`src/rtl/cmp_route_pkg.sv`:
```
package cmp_route_pkg;

  typedef enum logic [1:0] {
    PM_RUN  = 2'd0,
    PM_IDLE = 2'd1,
    PM_DOWN = 2'd2
  } pmode_e;

  // Power-down dominates idle.
  function automatic pmode_e decode_mode(input logic idle, input logic pdown);
    if (pdown)     return PM_DOWN;
    else if (idle) return PM_IDLE;
    else           return PM_RUN;
  endfunction

endpackage

```
`src/rtl/cmp_sync.sv`:
```
module cmp_sync #(
  parameter int unsigned WIDTH  = 4,
  parameter int unsigned STAGES = 2
) (
  input  logic             clk,
  input  logic             rst_n,
  input  logic [WIDTH-1:0] d_i,
  output logic [WIDTH-1:0] q_o
);
  for (genvar b = 0; b < WIDTH; b++) begin : g_bit
    logic [STAGES-1:0] chain;
    always_ff @(posedge clk or negedge rst_n) begin
      if (!rst_n) chain <= '0;
      else        chain <= {chain[STAGES-2:0], d_i[b]};
    end
    assign q_o[b] = chain[STAGES-1];
  end
endmodule

```
`src/rtl/cmp_regs.sv`:
```
module cmp_regs #(
  parameter int unsigned N_CMP = 4,
  localparam int unsigned REG_W = 2 * N_CMP
) (
  input  logic             clk,
  input  logic             rst_n,
  input  logic             ctl_wr_i,
  input  logic [N_CMP-1:0] ctl_data_i,
  input  logic             rte_wr_i,
  input  logic [REG_W-1:0] rte_data_i,
  output logic [N_CMP-1:0] en_bits_o,
  output logic [N_CMP-1:0] cap_route_o,
  output logic [N_CMP-1:0] pin_route_o
);
  logic [N_CMP-1:0] en_q;
  logic [REG_W-1:0] rte_q;

  always_ff @(posedge clk or negedge rst_n) begin
    if (!rst_n)        en_q <= '0;
    else if (ctl_wr_i) en_q <= ctl_data_i;
  end

  always_ff @(posedge clk or negedge rst_n) begin
    if (!rst_n)        rte_q <= '0;
    else if (rte_wr_i) rte_q <= rte_data_i;
  end

  assign en_bits_o   = en_q;
  assign cap_route_o = rte_q[REG_W-1:N_CMP];
  assign pin_route_o = rte_q[N_CMP-1:0];
endmodule

```
`src/rtl/cmp_route.sv`:
```
module cmp_route
  import cmp_route_pkg::*;
#(
  parameter int unsigned N_CMP = 4
) (
  input  pmode_e           mode_i,
  input  logic [N_CMP-1:0] en_bits_i,
  input  logic [N_CMP-1:0] cap_route_i,
  input  logic [N_CMP-1:0] pin_route_i,
  input  logic [N_CMP-1:0] latch_i,
  input  logic [N_CMP-1:0] res_sync_i,
  output logic [N_CMP-1:0] eff_en_o,
  output logic [N_CMP-1:0] res_o,
  output logic [N_CMP-1:0] cap_trig_o,
  output logic [N_CMP-1:0] pin_own_o,
  output logic [N_CMP-1:0] pin_low_o
);
  logic pwr_on, cap_allowed;

  always_comb begin
    pwr_on      = (mode_i != PM_DOWN);
    cap_allowed = (mode_i == PM_RUN);
  end

  for (genvar i = 0; i < N_CMP; i++) begin : g_cmp
    always_comb begin
      eff_en_o[i]   = en_bits_i[i] & pwr_on;
      res_o[i]      = eff_en_o[i] & res_sync_i[i];
      cap_trig_o[i] = res_o[i] & cap_route_i[i] & cap_allowed;
      pin_own_o[i]  = eff_en_o[i] & pin_route_i[i] & latch_i[i];
      pin_low_o[i]  = pin_own_o[i] & ~res_sync_i[i];
    end
  end
endmodule

```
`src/rtl/cmp_irq.sv`:
```
module cmp_irq #(
  parameter int unsigned N_CMP = 4
) (
  input  logic             clk,
  input  logic             rst_n,
  input  logic [N_CMP-1:0] res_sync_i,
  input  logic [N_CMP-1:0] eff_en_i,
  input  logic             clr_i,
  output logic             irq_o
);
  logic [N_CMP-1:0] prev_q;
  logic [N_CMP-1:0] rise;
  logic             irq_q;

  always_ff @(posedge clk or negedge rst_n) begin
    if (!rst_n) prev_q <= '0;
    else        prev_q <= res_sync_i;
  end

  always_comb rise = res_sync_i & ~prev_q & eff_en_i;

  always_ff @(posedge clk or negedge rst_n) begin
    if (!rst_n)     irq_q <= 1'b0;
    else if (|rise) irq_q <= 1'b1;
    else if (clr_i) irq_q <= 1'b0;
  end

  assign irq_o = irq_q;
endmodule

```
`src/rtl/cmp_route_ctrl.sv`:
```
module cmp_route_ctrl
  import cmp_route_pkg::*;
#(
  parameter int unsigned N_CMP       = 4,
  parameter int unsigned SYNC_STAGES = 2,
  localparam int unsigned REG_W      = 2 * N_CMP
) (
  input  logic             clk,
  input  logic             rst_n,
  input  logic             ctl_wr_i,
  input  logic             rte_wr_i,
  input  logic [REG_W-1:0] wr_data_i,
  output logic [REG_W-1:0] ctl_rd_o,
  output logic [REG_W-1:0] rte_rd_o,
  input  logic [N_CMP-1:0] cmp_raw_i,
  input  logic [N_CMP-1:0] port_latch_i,
  input  logic             idle_i,
  input  logic             pdown_i,
  input  logic             irq_clr_i,
  output logic [N_CMP-1:0] cmp_en_o,
  output logic [N_CMP-1:0] in_pullup_off_o,
  output logic [N_CMP-1:0] cap_trig_o,
  output logic [N_CMP-1:0] pin_pullup_off_o,
  output logic [N_CMP-1:0] pin_pull_low_o,
  output logic             irq_o
);
  pmode_e           mode;
  logic [N_CMP-1:0] en_bits, cap_route, pin_route;
  logic [N_CMP-1:0] res_sync, eff_en, res;

  always_comb mode = decode_mode(idle_i, pdown_i);

  cmp_sync #(.WIDTH(N_CMP), .STAGES(SYNC_STAGES)) u_sync (
    .clk   (clk),
    .rst_n (rst_n),
    .d_i   (cmp_raw_i),
    .q_o   (res_sync)
  );

  cmp_regs #(.N_CMP(N_CMP)) u_regs (
    .clk         (clk),
    .rst_n       (rst_n),
    .ctl_wr_i    (ctl_wr_i),
    .ctl_data_i  (wr_data_i[REG_W-1:N_CMP]),
    .rte_wr_i    (rte_wr_i),
    .rte_data_i  (wr_data_i),
    .en_bits_o   (en_bits),
    .cap_route_o (cap_route),
    .pin_route_o (pin_route)
  );

  cmp_route #(.N_CMP(N_CMP)) u_route (
    .mode_i      (mode),
    .en_bits_i   (en_bits),
    .cap_route_i (cap_route),
    .pin_route_i (pin_route),
    .latch_i     (port_latch_i),
    .res_sync_i  (res_sync),
    .eff_en_o    (eff_en),
    .res_o       (res),
    .cap_trig_o  (cap_trig_o),
    .pin_own_o   (pin_pullup_off_o),
    .pin_low_o   (pin_pull_low_o)
  );

  cmp_irq #(.N_CMP(N_CMP)) u_irq (
    .clk        (clk),
    .rst_n      (rst_n),
    .res_sync_i (res_sync),
    .eff_en_i   (eff_en),
    .clr_i      (irq_clr_i),
    .irq_o      (irq_o)
  );

  assign cmp_en_o        = eff_en;
  assign in_pullup_off_o = eff_en;
  assign ctl_rd_o        = {en_bits, res};
  assign rte_rd_o        = {cap_route, pin_route};
endmodule

```
`config.mk`:
```
export PLATFORM = sky130hd
export DESIGN_NAME = cmp_route_ctrl
export DESIGN_NICKNAME = d
export VERILOG_FILES = /design/src/rtl/cmp_route_pkg.sv /design/src/rtl/cmp_sync.sv /design/src/rtl/cmp_regs.sv /design/src/rtl/cmp_route.sv /design/src/rtl/cmp_irq.sv /design/src/rtl/cmp_route_ctrl.sv
export SDC_FILE = /design/constraint.sdc
export NUM_CORES = 1
export LEC_CHECK = 0
export ABC_AREA = 1
export BUFFER_PORTS_ARGS = -buffer_cell sky130_fd_sc_hd__clkbuf_2
export CAP_MARGIN = 15
export CELL_PAD_IN_SITES_DETAIL_PLACEMENT = 1
export CELL_PAD_IN_SITES_GLOBAL_PLACEMENT = 1
export CORE_MARGIN = 2
export CORE_UTILIZATION = 31
export CTS_CLUSTER_DIAMETER = 40
export DETAILED_ROUTE_END_ITERATION = 16
export PLACE_DENSITY = 0.8
export SLEW_MARGIN = 20
export SYNTH_ARGS = -nofsm -noshare
export SYNTH_HDL_FRONTEND = slang
export SYNTH_SLANG_ARGS = --single-unit
```
`constraint.sdc`:
```
create_clock -name clk -period 1.28 [get_ports clk]
set_clock_uncertainty 0.1 [all_clocks]
set_input_delay 0.256 -clock clk [delete_from_list [all_inputs] [get_ports clk]]
set_output_delay 0.256 -clock clk [all_outputs]
set_load 0.05 [all_outputs]
```
; ---- After elaboration in Yosys (flattened, before gate mapping)
; Index checks and enable logic that the tools add are counted.
[totals]
input_bits = 23
mem_count = 0
output_inout_bits = 37
word_cells = 51
rom_bits = 0
latchBits = 0
ff_bits = 25
ram_bits = 0
[classes]
shift = 0
n_reduce_logical = 3
n_mul = 0
order_cmp = 0
div = 0
eq_ne = 1
n_addsub = 0
bitwise_logic = 35
mux = 4
[ops]
columns = cell, count
row1 = AND 1 bit, 28
row2 = AND 4 bit, 2
row3 = NOT 1 bit, 4
row4 = NOT 4 bit, 1
row5 = OR reduction 4 bit, 1
row6 = 2-to-1 mux 1 bit, 3
row7 = logical NOT 2 bit, 1
row8 = 2-to-1 mux 2 bit, 1
row9 = != test 2 bit (second input constant), 1
row10 = nonzero test 2 bit, 1

; ---- Longest topological paths before layout
[depth]
ltp_word = 7
mapped_depth = 6
mapped_depth_nobuf = 6

; ---- Cells and area by module
; A second synthesis with hierarchy kept.
[hier_totals]
cells_unflattened = 138
hier_area_um2 = 1192.4
[modules_own_cells]
columns = module, area_each_um2, seq_area_each_um2, cells_each, instances
row1 = cmp_regs, 454.2, 300.3, 51, 1
row2 = cmp_route, 276.5, 0.0, 48, 1
row3 = cmp_sync, 230.2, 200.2, 12, 1
row4 = cmp_irq, 191.4, 125.1, 21, 1
row5 = cmp_route_ctrl, 40.0, 0.0, 6, 1

; ---- Least setup slack after synthesis
; OpenSTA, ideal clock, no wires.
[synth_path]
kind = reg-to-output
start = reg u_regs.rte_q[0]
end = out pin_pull_low_o[0]
path_stages_with_launch = 3
slack_ns = -1.362
t_arrival_ns = 2.286
n_path_buf = 0
required_ns = 0.924
cell_sequence = dfrtp_1 -> inv_1 -> nor4_1
[synth_between]
elab_chain_cells = 3
[synth_rtl]
columns = element, line_no
row1 = from (decl), cmp_regs.sv:16  ; logic [REG_W-1:0] rte_q;
row2 = from (signal assigned), cmp_regs.sv:25  ; else if (rte_wr_i) rte_q <= rte_data_i;
row3 = AND 1 bit (2 in a row), cmp_route.sv:30  ; pin_own_o[i] = eff_en_o[i] & pin_route_i[i] & latch_i[i];
row4 = AND 1 bit, cmp_route.sv:31  ; pin_low_o[i] = pin_own_o[i] & ~res_sync_i[i];
row5 = to (decl), cmp_route_ctrl.sv:24  ; output logic [N_CMP-1:0] pin_pull_low_o,
; Every way passes these cells.

; ---- Worst setup path in the final report
[layout_path]
start = reg u_regs.en_q[3], in the netlist u_regs.en_bits_o[3]
end = out cap_trig_o[3]
[layout_between]
elab_chain_cells = 4
[layout_rtl]
columns = element, line_no
row1 = from (decl), cmp_regs.sv:15  ; logic [N_CMP-1:0] en_q;
row2 = from (signal assigned), cmp_regs.sv:20  ; else if (ctl_wr_i) en_q <= ctl_data_i;
row3 = AND 1 bit, cmp_route.sv:27  ; eff_en_o[i] = en_bits_i[i] & pwr_on;
row4 = AND 1 bit, cmp_route.sv:28  ; res_o[i] = eff_en_o[i] & res_sync_i[i];
row5 = AND 1 bit (2 in a row), cmp_route.sv:29  ; cap_trig_o[i] = res_o[i] & cap_route_i[i] & cap_allowed;
row6 = to (decl), cmp_route_ctrl.sv:22  ; output logic [N_CMP-1:0] cap_trig_o,
; Every way passes these cells.

==> out/results.tsv <==
stage	metric	value	unit
power_and_ir_drop	p_leak	0.001200	uW
clock_network	clk_transition_reported_paths	0.15	ns
finish	areaGrowthSynthToFinish	126.9	%
setup_path	crit_arrival	1.42	ns
power_and_ir_drop	total_power	2347	uW
global_routing	antenna_violations_before_repair	0	
sta	hold-worst-slack	0.04585	ns
sta	maxClockFrequency	562.1	MHz
power_and_ir_drop	irDropWorstVdd	0.7028	mV
die	fp.dieArea	0.004044	mm^2
drt	drc	0	
run_status	run_status	finished with violations	
sta	final-setup-viol-count	38	
sta	grt_setup_unrepaired	yes	
die	die_height	63.60	um
synthesis	mapped_avg_cell_area	9.919	um^2
global_routing	grt_start_max_net_pins	17	
placed_design	place.detailed.hpwl	2710	um
synthesis	synth_top_area_cell	sky130_fd_sc_hd__dfrtp_1	
die	die-width	63.60	um
drt	detail_route.iter0.violations	62	
synthesis	synthesis.nets	134	
drt	vias	1224	
clock_network	ctsLongestPathBuffers	2	
synthesis	netlist-cell-type-count	19	
hold_path	min-delay-path-class	in2reg	
die	placementRows	21	
synthesis	ys_seq_area_share	56.82	%
sta	fin_crit	1.779	ns
sta	worst_pin_slew	0.3718	ns
setup_path	required	0.92	ns
drt	drt-total-wl	6082	um
sta	timing.final.max_slew_violations	0	
finish	final_layout_size_suffix_gt1_share	73.53	%
placed_design	place_congestion	0.7754	
run_status	violations	setup timing	
synthesis	yosysWarnings	0	
die	core_region_area	0.003363	mm^2
clock_network	clockRootBuffer	sky130_fd_sc_hd__clkbuf_4	
clock_network	htree_levels	1	
drt	routed_wire_length_per_instance	24.33	um
global_routing	overflow	0	
clock_network	number_of_sinks_driven_by_the_clock_tree	25	
drt	final_antenna_net_count	0	
synthesis	ys_ff_latch	25	
sta	min_period_over_period	139.0	%
drt	via_per_inst	4.896	
global_routing	grt.total_usage	26.44	%
setup_path	crit_path_max_fanout	3	
synthesis	synth_top_cell_area_share	56.82	%
die	ioPinCount	60	
setup_path	type_of_the_setup_path_with_the_least_slack	reg2out	
synthesis	postSynthCellCount	111	
setup_path	start_kind	register	
power_and_ir_drop	power_per_cell_area	939.3	mW/mm^2
setup_path	end_kind	output pin	
clock_network	tritoncts	yes	
finish	antennaDiodeCount	0	
sta	timing_hold_violations_final	0	
run	max_cap_violations	0	
clock_network	cts_buffers	3	
global_routing	first_global_vias	1390	
synthesis	post_synth_main_area_contributors	sky130_fd_sc_hd__dfrtp_1 (57%), sky130_fd_sc_hd__inv_1 (7.5%), sky130_fd_sc_hd__nand2_1 (5.8%)	
die	initial_util	32.74	%
synthesis	synth_area	0.001101	mm^2
finish	final_net_count	228	
global_routing	global_route_wire_length_before_repair	7762	um
placed_design	buffer_ports.inserted	59	
clock_network	clk-insertion-delay-late	0.34	ns
sta	timing.final.ws_setup	-0.4991	ns
sta	worst_slew_margin_rel	75.22	%
drt	drt_pass1_iterations	4	
[stage by stage]
step	util (%)	setup TNS, ns	worst slack, ns	instances	instance area (um^2)
detailed placement	52.42	-4.381	-0.3277	227	1763
global placement	52.42	-3.869	-0.2705	227	1763
global route	74.29	-12.01	-0.5401	250	2499
CTS	70.13	-8.899	-0.4078	243	2359
finish	74.29	-10.79	-0.4991	250	2499
floorplan	-	-5.714	-0.6037	111	1303
[per-layer routing]
metal / up-vias / share of wire [%] / GRT usage [%]
met5: - / 0 / 0
met4: 0 / 4.0 / 12.50
met3: 19 / 4.2 / 5.357
met2: 56 / 54 / 48.42
met1: 630 / 38 / 28.90
li1: 519 / - / -
[where the power goes]
group / switching [uW] / internal [uW]
sequential: 65.2 / 855
combinational: 594 / 446
clock: 268 / 118
total: 928 / 1420
[placed cells by master, fill, tap and decap left out, types with 5 or more instances in the layout]
cell	Yosys	final
sky130_fd_sc_hd__buf_6	0	12
sky130_fd_sc_hd__buf_4	4	18
sky130_fd_sc_hd__dlygate4sd3_1	0	5
sky130_fd_sc_hd__buf_8	0	21
sky130_fd_sc_hd__clkbuf_2	0	22
sky130_fd_sc_hd__nand2_1	17	13
sky130_fd_sc_hd__nor3_4	0	8
sky130_fd_sc_hd__inv_1	22	12
sky130_fd_sc_hd__dfrtp_2	0	12
sky130_fd_sc_hd__inv_2	2	7
sky130_fd_sc_hd__o21ai_0	9	9
sky130_fd_sc_hd__dfrtp_1	25	13
sky130_fd_sc_hd__nand2_4	3	5
sky130_fd_sc_hd__clkbuf_16	0	12
[logic make-up after synthesis]
kind of cell / share of synthesized area (%)
compound gates: 4.886
mux: 3.068
flops: 56.82
simple gates: 22.73
buf+inv: 12.50
[final timing paths]
path | startpoint | end | slack (ns) | cells after the start
setup reg to reg | u_sync.g_bit[3].chain[1] | u_irq.irq_o | -0.19 | 8
hold reg to reg | u_sync.g_bit[2].chain[0] | u_sync.g_bit[2].chain[1] | 0.28 | 0
setup / recovery | u_regs.en_bits_o[3] | cap_trig_o[3] | -0.50 | 5
hold / removal | wr_data_i[1] | u_regs.rte_q[1] | 0.05 | 3
max in group asynchronous | rst_n | u_regs.en_bits_o[0] | 0.31 | 3
min in group asynchronous | rst_n | u_sync.g_bit[1].chain[0] | 0.24 | 2
[flip-flops by register name (all words and copies together) (netlist names)]
signal and flops:
u_sync.g_bit.chain 8, u_irq.irq_o 1, u_regs.rte_q 8, u_regs.en_bits_o 4
u_irq.prev_q 4
[synthesized netlist by cell type]
library cell and instances:
sky130_fd_sc_hd__nor4_1 2, sky130_fd_sc_hd__nand2_4 3, sky130_fd_sc_hd__nand2_2 3, sky130_fd_sc_hd__or2_4 1, sky130_fd_sc_hd__nor4_2 2, sky130_fd_sc_hd__buf_4 4
sky130_fd_sc_hd__dfrtp_1 25, sky130_fd_sc_hd__mux2_2 3, sky130_fd_sc_hd__nor2_1 4, sky130_fd_sc_hd__nor3_1 4, sky130_fd_sc_hd__nor2_2 2, sky130_fd_sc_hd__inv_2 2
sky130_fd_sc_hd__buf_2 1, sky130_fd_sc_hd__inv_4 2, sky130_fd_sc_hd__o21ai_0 9, sky130_fd_sc_hd__nor3_2 4, sky130_fd_sc_hd__a21oi_2 1, sky130_fd_sc_hd__nand2_1 17
sky130_fd_sc_hd__inv_1 22
[critical path: stages (launching register included)]
cell and delay [ns]:
sky130_fd_sc_hd__dfrtp_2 0.44, sky130_fd_sc_hd__inv_2 0.07, sky130_fd_sc_hd__nor2_4 0.16, sky130_fd_sc_hd__nand2_2 0.10
sky130_fd_sc_hd__nor3_4 0.14, sky130_fd_sc_hd__buf_8 0.17
[area by class of cell]
class / instances / area (um^2)
sequential: 25 / 640.6
clock inverter: 1 / 5.005
timing repair buffer: 94 / 1126
fill: 325 / 864.6
tap: 46 / 57.56
inverter: 26 / 133.9
multi-input combinational: 55 / 513.0
clock buffer: 3 / 22.52
[timing repair]
action                                  in CTS  in global routing
hold buffers                                 5                  0
buffers inserted                             7                  9
gates resized for setup                     91                 42
endpoints found under the hold margin       16                  0
endpoints found under the setup margin      37                 38
pin swaps                                   12                  5
(Power assumes the default switching activity.)
